`src/rtl/cidc_pkg.sv`:
```
package cidc_pkg;
  localparam int SRC_NUM = 5;
  localparam int LVL_W   = 3;
  localparam int LVL_STEP = 4;

  typedef struct packed {
    logic [SRC_NUM-1:0] irqEn;
    logic [LVL_W-1:0]   txLvl;
    logic               txEn;
    logic [LVL_W-1:0]   rxLvl;
    logic               rxEn;
  } cfg_t;

  typedef struct packed {
    logic cfgWrite;
    logic rdClear;
    logic wrPrivErr;
    logic rdPrivErr;
  } cidc_stb_t;

  function automatic int statBit(int i);
    case (i)
      0: return 16;
      1: return 17;
      2: return 20;
      3: return 21;
      default: return 22;
    endcase
  endfunction

  function automatic int enBit(int i);
    case (i)
      0: return 8;
      1: return 9;
      2: return 12;
      3: return 13;
      default: return 14;
    endcase
  endfunction

  function automatic logic [31:0] lvlWords(logic [LVL_W-1:0] code);
    if (code == '0) return 32'd1;
    return 32'(code) * LVL_STEP;
  endfunction
endpackage

```
`src/rtl/cidc_ctrl.sv`:
```
module cidc_ctrl
  import cidc_pkg::*;
(
  input  logic      regWrEn,
  input  logic      regRdEn,
  input  logic      privOk,
  output cidc_stb_t stb
);
  always_comb begin
    stb.cfgWrite  = regWrEn && privOk;
    stb.rdClear   = regRdEn && privOk;
    stb.wrPrivErr = regWrEn && !privOk;
    stb.rdPrivErr = regRdEn && !privOk;
  end
endmodule

```
`src/rtl/cidc_datapath.sv`:
```
module cidc_datapath
  import cidc_pkg::*;
(
  input  logic               clk,
  input  logic               rstN,
  input  cidc_stb_t          stb,
  input  logic [31:0]        regWdata,
  input  logic [SRC_NUM-1:0] evtIn,
  output cfg_t               cfgQ,
  output logic [SRC_NUM-1:0] pendQ,
  output logic [1:0]         privQ,
  output logic [31:0]        regRdata,
  output logic               irqOut
);
  cfg_t        cfgNext;
  logic [31:0] wordView;

  always_comb begin
    cfgNext.rxEn  = regWdata[0];
    cfgNext.rxLvl = regWdata[3:1];
    cfgNext.txEn  = regWdata[4];
    cfgNext.txLvl = regWdata[7:5];
    for (int i = 0; i < SRC_NUM; i++) cfgNext.irqEn[i] = regWdata[enBit(i)];
  end

  always_ff @(posedge clk) begin
    if (!rstN) begin
      cfgQ  <= '0;
      pendQ <= '0;
      privQ <= '0;
    end else begin
      if (stb.cfgWrite) cfgQ <= cfgNext;
      pendQ    <= (pendQ & ~{SRC_NUM{stb.rdClear}}) | evtIn;
      privQ[1] <= (privQ[1] && !stb.rdClear) || stb.wrPrivErr;
      privQ[0] <= (privQ[0] && !stb.rdClear) || stb.rdPrivErr;
    end
  end

  always_comb begin
    wordView     = '0;
    wordView[31] = privQ[1];
    wordView[30] = privQ[0];
    for (int i = 0; i < SRC_NUM; i++) begin
      wordView[statBit(i)] = pendQ[i];
      wordView[enBit(i)]   = cfgQ.irqEn[i];
    end
    wordView[7:5] = cfgQ.txLvl;
    wordView[4]   = cfgQ.txEn;
    wordView[3:1] = cfgQ.rxLvl;
    wordView[0]   = cfgQ.rxEn;
  end

  assign regRdata = stb.rdClear ? wordView : '0;
  assign irqOut   = |(pendQ & cfgQ.irqEn);
endmodule

```
`src/rtl/cidc_lvl.sv`:
```
module cidc_lvl
  import cidc_pkg::*;
#(
  parameter int CNT_W = 6
) (
  input  logic             en,
  input  logic [LVL_W-1:0] code,
  input  logic [CNT_W-1:0] count,
  output logic             req
);
  logic [31:0] thrWords;
  assign thrWords = lvlWords(code);
  assign req = en && (32'(count) >= thrWords);
endmodule

```
`src/rtl/cryptoIrqDmaCtl.sv`:
```
module cryptoIrqDmaCtl
  import cidc_pkg::*;
#(
  parameter int CNT_W = 6
) (
  input  logic               clk,
  input  logic               rstN,
  input  logic               regWrEn,
  input  logic               regRdEn,
  input  logic               privOk,
  input  logic [31:0]        regWdata,
  output logic [31:0]        regRdata,
  input  logic [SRC_NUM-1:0] evtIn,
  input  logic [CNT_W-1:0]   rxFillCnt,
  input  logic [CNT_W-1:0]   txFreeCnt,
  output logic               irqOut,
  output logic               rxDmaReq,
  output logic               txDmaReq
);
  localparam int DIR_NUM = 2;

  cidc_stb_t          stb;
  cfg_t               cfgQ;
  logic [SRC_NUM-1:0] pendQ;
  logic [1:0]         privQ;

  logic [DIR_NUM-1:0]            dirEn;
  logic [DIR_NUM-1:0][LVL_W-1:0] dirCode;
  logic [DIR_NUM-1:0][CNT_W-1:0] dirCnt;
  logic [DIR_NUM-1:0]            dirReq;

  cidc_ctrl u_ctrl (
    .regWrEn(regWrEn), .regRdEn(regRdEn), .privOk(privOk), .stb(stb)
  );

  cidc_datapath u_dp (
    .clk(clk), .rstN(rstN), .stb(stb), .regWdata(regWdata), .evtIn(evtIn),
    .cfgQ(cfgQ), .pendQ(pendQ), .privQ(privQ), .regRdata(regRdata), .irqOut(irqOut)
  );

  assign dirEn   = {cfgQ.txEn, cfgQ.rxEn};
  assign dirCode = {cfgQ.txLvl, cfgQ.rxLvl};
  assign dirCnt  = {txFreeCnt, rxFillCnt};

  for (genvar g = 0; g < DIR_NUM; g++) begin : g_dir
    cidc_lvl #(.CNT_W(CNT_W)) u_lvl (
      .en(dirEn[g]), .code(dirCode[g]), .count(dirCnt[g]), .req(dirReq[g])
    );
  end

  assign rxDmaReq = dirReq[0];
  assign txDmaReq = dirReq[1];
endmodule

```
`config.mk`:
```
export PLATFORM = sky130hd
export DESIGN_NAME = cryptoIrqDmaCtl
export DESIGN_NICKNAME = d
export VERILOG_FILES = /design/src/rtl/cidc_pkg.sv /design/src/rtl/cidc_ctrl.sv /design/src/rtl/cidc_datapath.sv /design/src/rtl/cidc_lvl.sv /design/src/rtl/cryptoIrqDmaCtl.sv
export SDC_FILE = /design/constraint.sdc
export NUM_CORES = 1
export LEC_CHECK = 0
export BUFFER_PORTS_ARGS = -buffer_cell sky130_fd_sc_hd__buf_2
export CORE_MARGIN = 2
export CORE_UTILIZATION = 30
export CTS_BUF_LIST = sky130_fd_sc_hd__clkbuf_8
export CTS_CLUSTER_SIZE = 24
export DETAILED_ROUTE_END_ITERATION = 8
export SYNTH_ARGS = -nofsm -noshare
export SYNTH_HDL_FRONTEND = slang
export SYNTH_SLANG_ARGS = --single-unit
```
`constraint.sdc`:
```
create_clock -name clk -period 3.1 [get_ports clk]
set_input_delay 0.62 -clock clk [delete_from_list [all_inputs] [get_ports clk]]
set_output_delay 0.62 -clock clk [all_outputs]
set_load 0.02 [all_outputs]
```
==> results_dict.tcl <==
set metrics [dict create \
    outcome "finished, final reports clean" \
    vias 1103 \
    port_buffers 57 \
    fin_crit_ns 2.34 \
    grt_pass1_vias 993 \
    postCtsSetupBuffers 0 \
    ctsResizeCount 0 \
    cts.sink_count 20 \
    post_drt_wl_per_cell_um 11.1 \
    peakVddDrop_mv 0.189 \
    insertion_delay_ns 0.25 \
    grt_overflow 0 \
    ys_seq_area_frac 0.331 \
    track_usage 0.129 \
    fmax_ghz 0.428 \
    grt_max_degree 21 \
    reg2reg_depth 3 \
    die_w_um 67.5 \
    clockBufferDepth 2 \
    dp.cells 249 \
    regArea_um2 400 \
    finalCritPeriodShare 0.754 \
    cp.arrival_ns 1.72 \
    synth_cells 149 \
    cts-root-buf "clkbuf_8" \
    synth_area_leaders "dfxtp_1, a21boi_2, nand2_1" \
    hp-class "register to register" \
    rsz0062_at_grt "no" \
    drive_gt1_frac 0.376 \
    ys_seq_elements 20 \
    ys_warn_count 0 \
    syn2layout_area_growth_pct 25.4 \
    fp.dieArea_um2 4560 \
    first_iter_violations 16 \
    postCtsHoldBufs 0 \
    synth_area_leader_cell "dfxtp_1" \
    multi_input_area_um2 681 \
    reg2reg_slack_ns 2.38 \
    netlist_area_um2 1210 \
    fin_tns_setup_ns 0 \
    ys_top_cells_by_count "nand2_1, dfxtp_1, buf_4" \
    synth_edf_count 0 \
    fin_cells 252 \
    critPathLaunchType "primary input" \
    antenna_found_initial 0 \
    drv_slew 0 \
    ios 89 \
    routabilityCongestion 0.718 \
    path_max_fanout 2 \
    final-hold-violation-count 0 \
    cts_made_buffers 3 \
    r2r-end "u_dp.privQ[1]" \
    report.final.setup_viol 0 \
    vias_per_cell 4.38 \
    crit_type "primary input to output port" \
    cts_tree "yes" \
    synth_top_area_share 0.331 \
    drv_cap 0 \
    rows 23 \
    wl_um 2800 \
    r2r_start "u_dp.privQ[1]" \
    syn_area_per_cell_um2 8.13 \
    p_leak_nw 0.775 \
    synth-main-ff-cell "dfxtp_1" \
    htreeDepth 1 \
    synthArstFlopShare 0 \
    hpwl_um 2130 \
    clkTransAtPathRegs_ns 0.07 \
    antenna_cells 0 \
    initial_core_util 0.307 \
    pwr_density_cell_nw_per_um2 370 \
    drc 0 \
    die_h_um 67.5 \
    drt.antenna.violating_nets 0 \
    endpoint_kind "output port" \
    min-delay-start "u_dp.cfgQ[11]" \
    core_region_area_um2 3940 \
    min_delay_path_depth 2 \
    synth_cell_type_count 26 \
    grt_pass1_wl_um 4370 \
    synth_most_common_cell "nand2_1" \
    final_nets 266 \
    drt-pass1-iter-count 4 \
    whs_endpoint "u_dp.cfgQ[11]" \
    n_fill_cell 434 \
    skew_ns 0 \
    worst_ep_required_time_ns 2.48 \
]
critical path, stage by stage:
cell,delay [ns]
buf_2,0.10
ha_1,0.29
a2111oi_0,0.41
a21oi_1,0.12
buf_2,0.17
how the worst max path moves through the flow:
stage / start / to / slack (ns) / cells past startpoint
floorplan: txFreeCnt[3] / txDmaReq / 0.99 / 3
global placement: txFreeCnt[3] / txDmaReq / 0.78 / 5
detailed placement: txFreeCnt[3] / txDmaReq / 0.74 / 5
CTS: txFreeCnt[3] / txDmaReq / 0.74 / 5
global route: u_dp.cfgQ[6] / txDmaReq / 0.69 / 5
finish: txFreeCnt[3] / txDmaReq / 0.76 / 5
registers in the layout, summed over array words and instances (netlist names), named ones only:
name / count
u_dp.cfgQ: 13
u_dp.pendQ: 5
u_dp.privQ: 1
power breakdown:
group / internal [mW] / switching, mW
clock network: 0.0862 / 0.0766
registers: 0.271 / 0.00952
logic: 0.0485 / 0.0697
total: 0.406 / 0.156
cells by family (layout without fill, tap and decap cells):
kind of cell,after synthesis,in the layout,synth area share
flops,20,20,0.331
compound gates,31,31,0.210
buf+inv,30,72,0.142
fa+ha+maj,8,8,0.0826
simple gates,59,59,0.232
other cells,1,12,0.00310
layer usage:
metal,track usage,vias up,part of all wire
met5,0,-,0
met4,0.0459,0,0.0046
met3,0.0200,2,0.051
met2,0.219,31,0.49
met1,0.163,485,0.45
li1,-,585,-
metrics by stage:
stage / hold WS [ns] / setup WS (ns) / total power, mW / instance area (µm²) / util
floorplan: 0.455 / 0.988 / 0.375 / 1250 / -
global placement: 0.469 / 0.776 / 0.405 / 1480 / 0.375
detailed placement: 0.473 / 0.742 / 0.407 / 1480 / 0.375
CTS: 0.483 / 0.741 / 0.574 / 1520 / 0.385
global route: 0.497 / 0.692 / 0.601 / 1520 / 0.385
finish: 0.480 / 0.763 / 0.562 / 1520 / 0.385
placed cells by master, fill, tap and decap left out:
master     instances
and3_2             4
a2111oi_0          2
conb_1            12
a21boi_2          10
o21ai_0            1
a21oi_1            8
and2_4             1
o311ai_0           2
and3_1             9
nor2b_1            5
and2_1             1
buf_4              1
inv_1             11
ha_1               8
a21boi_0           3
nand2_1           29
o22ai_1            1
buf_2             57
nor3_1             2
clkbuf_8           3
nor2_1             8
dfxtp_1           20
o31ai_1            2
a222oi_1           1
a22oi_1            1
area by class of cell:
type | instances | share of cell area
multi-input cells | 110 | 0.448
flip-flops and latches | 20 | 0.264
repair buffers | 58 | 0.193
well taps | 50 | 0.0412
clock buffers | 3 | 0.0272
inverters | 11 | 0.0272
Note: power is estimated with default switching activity, not from simulation.
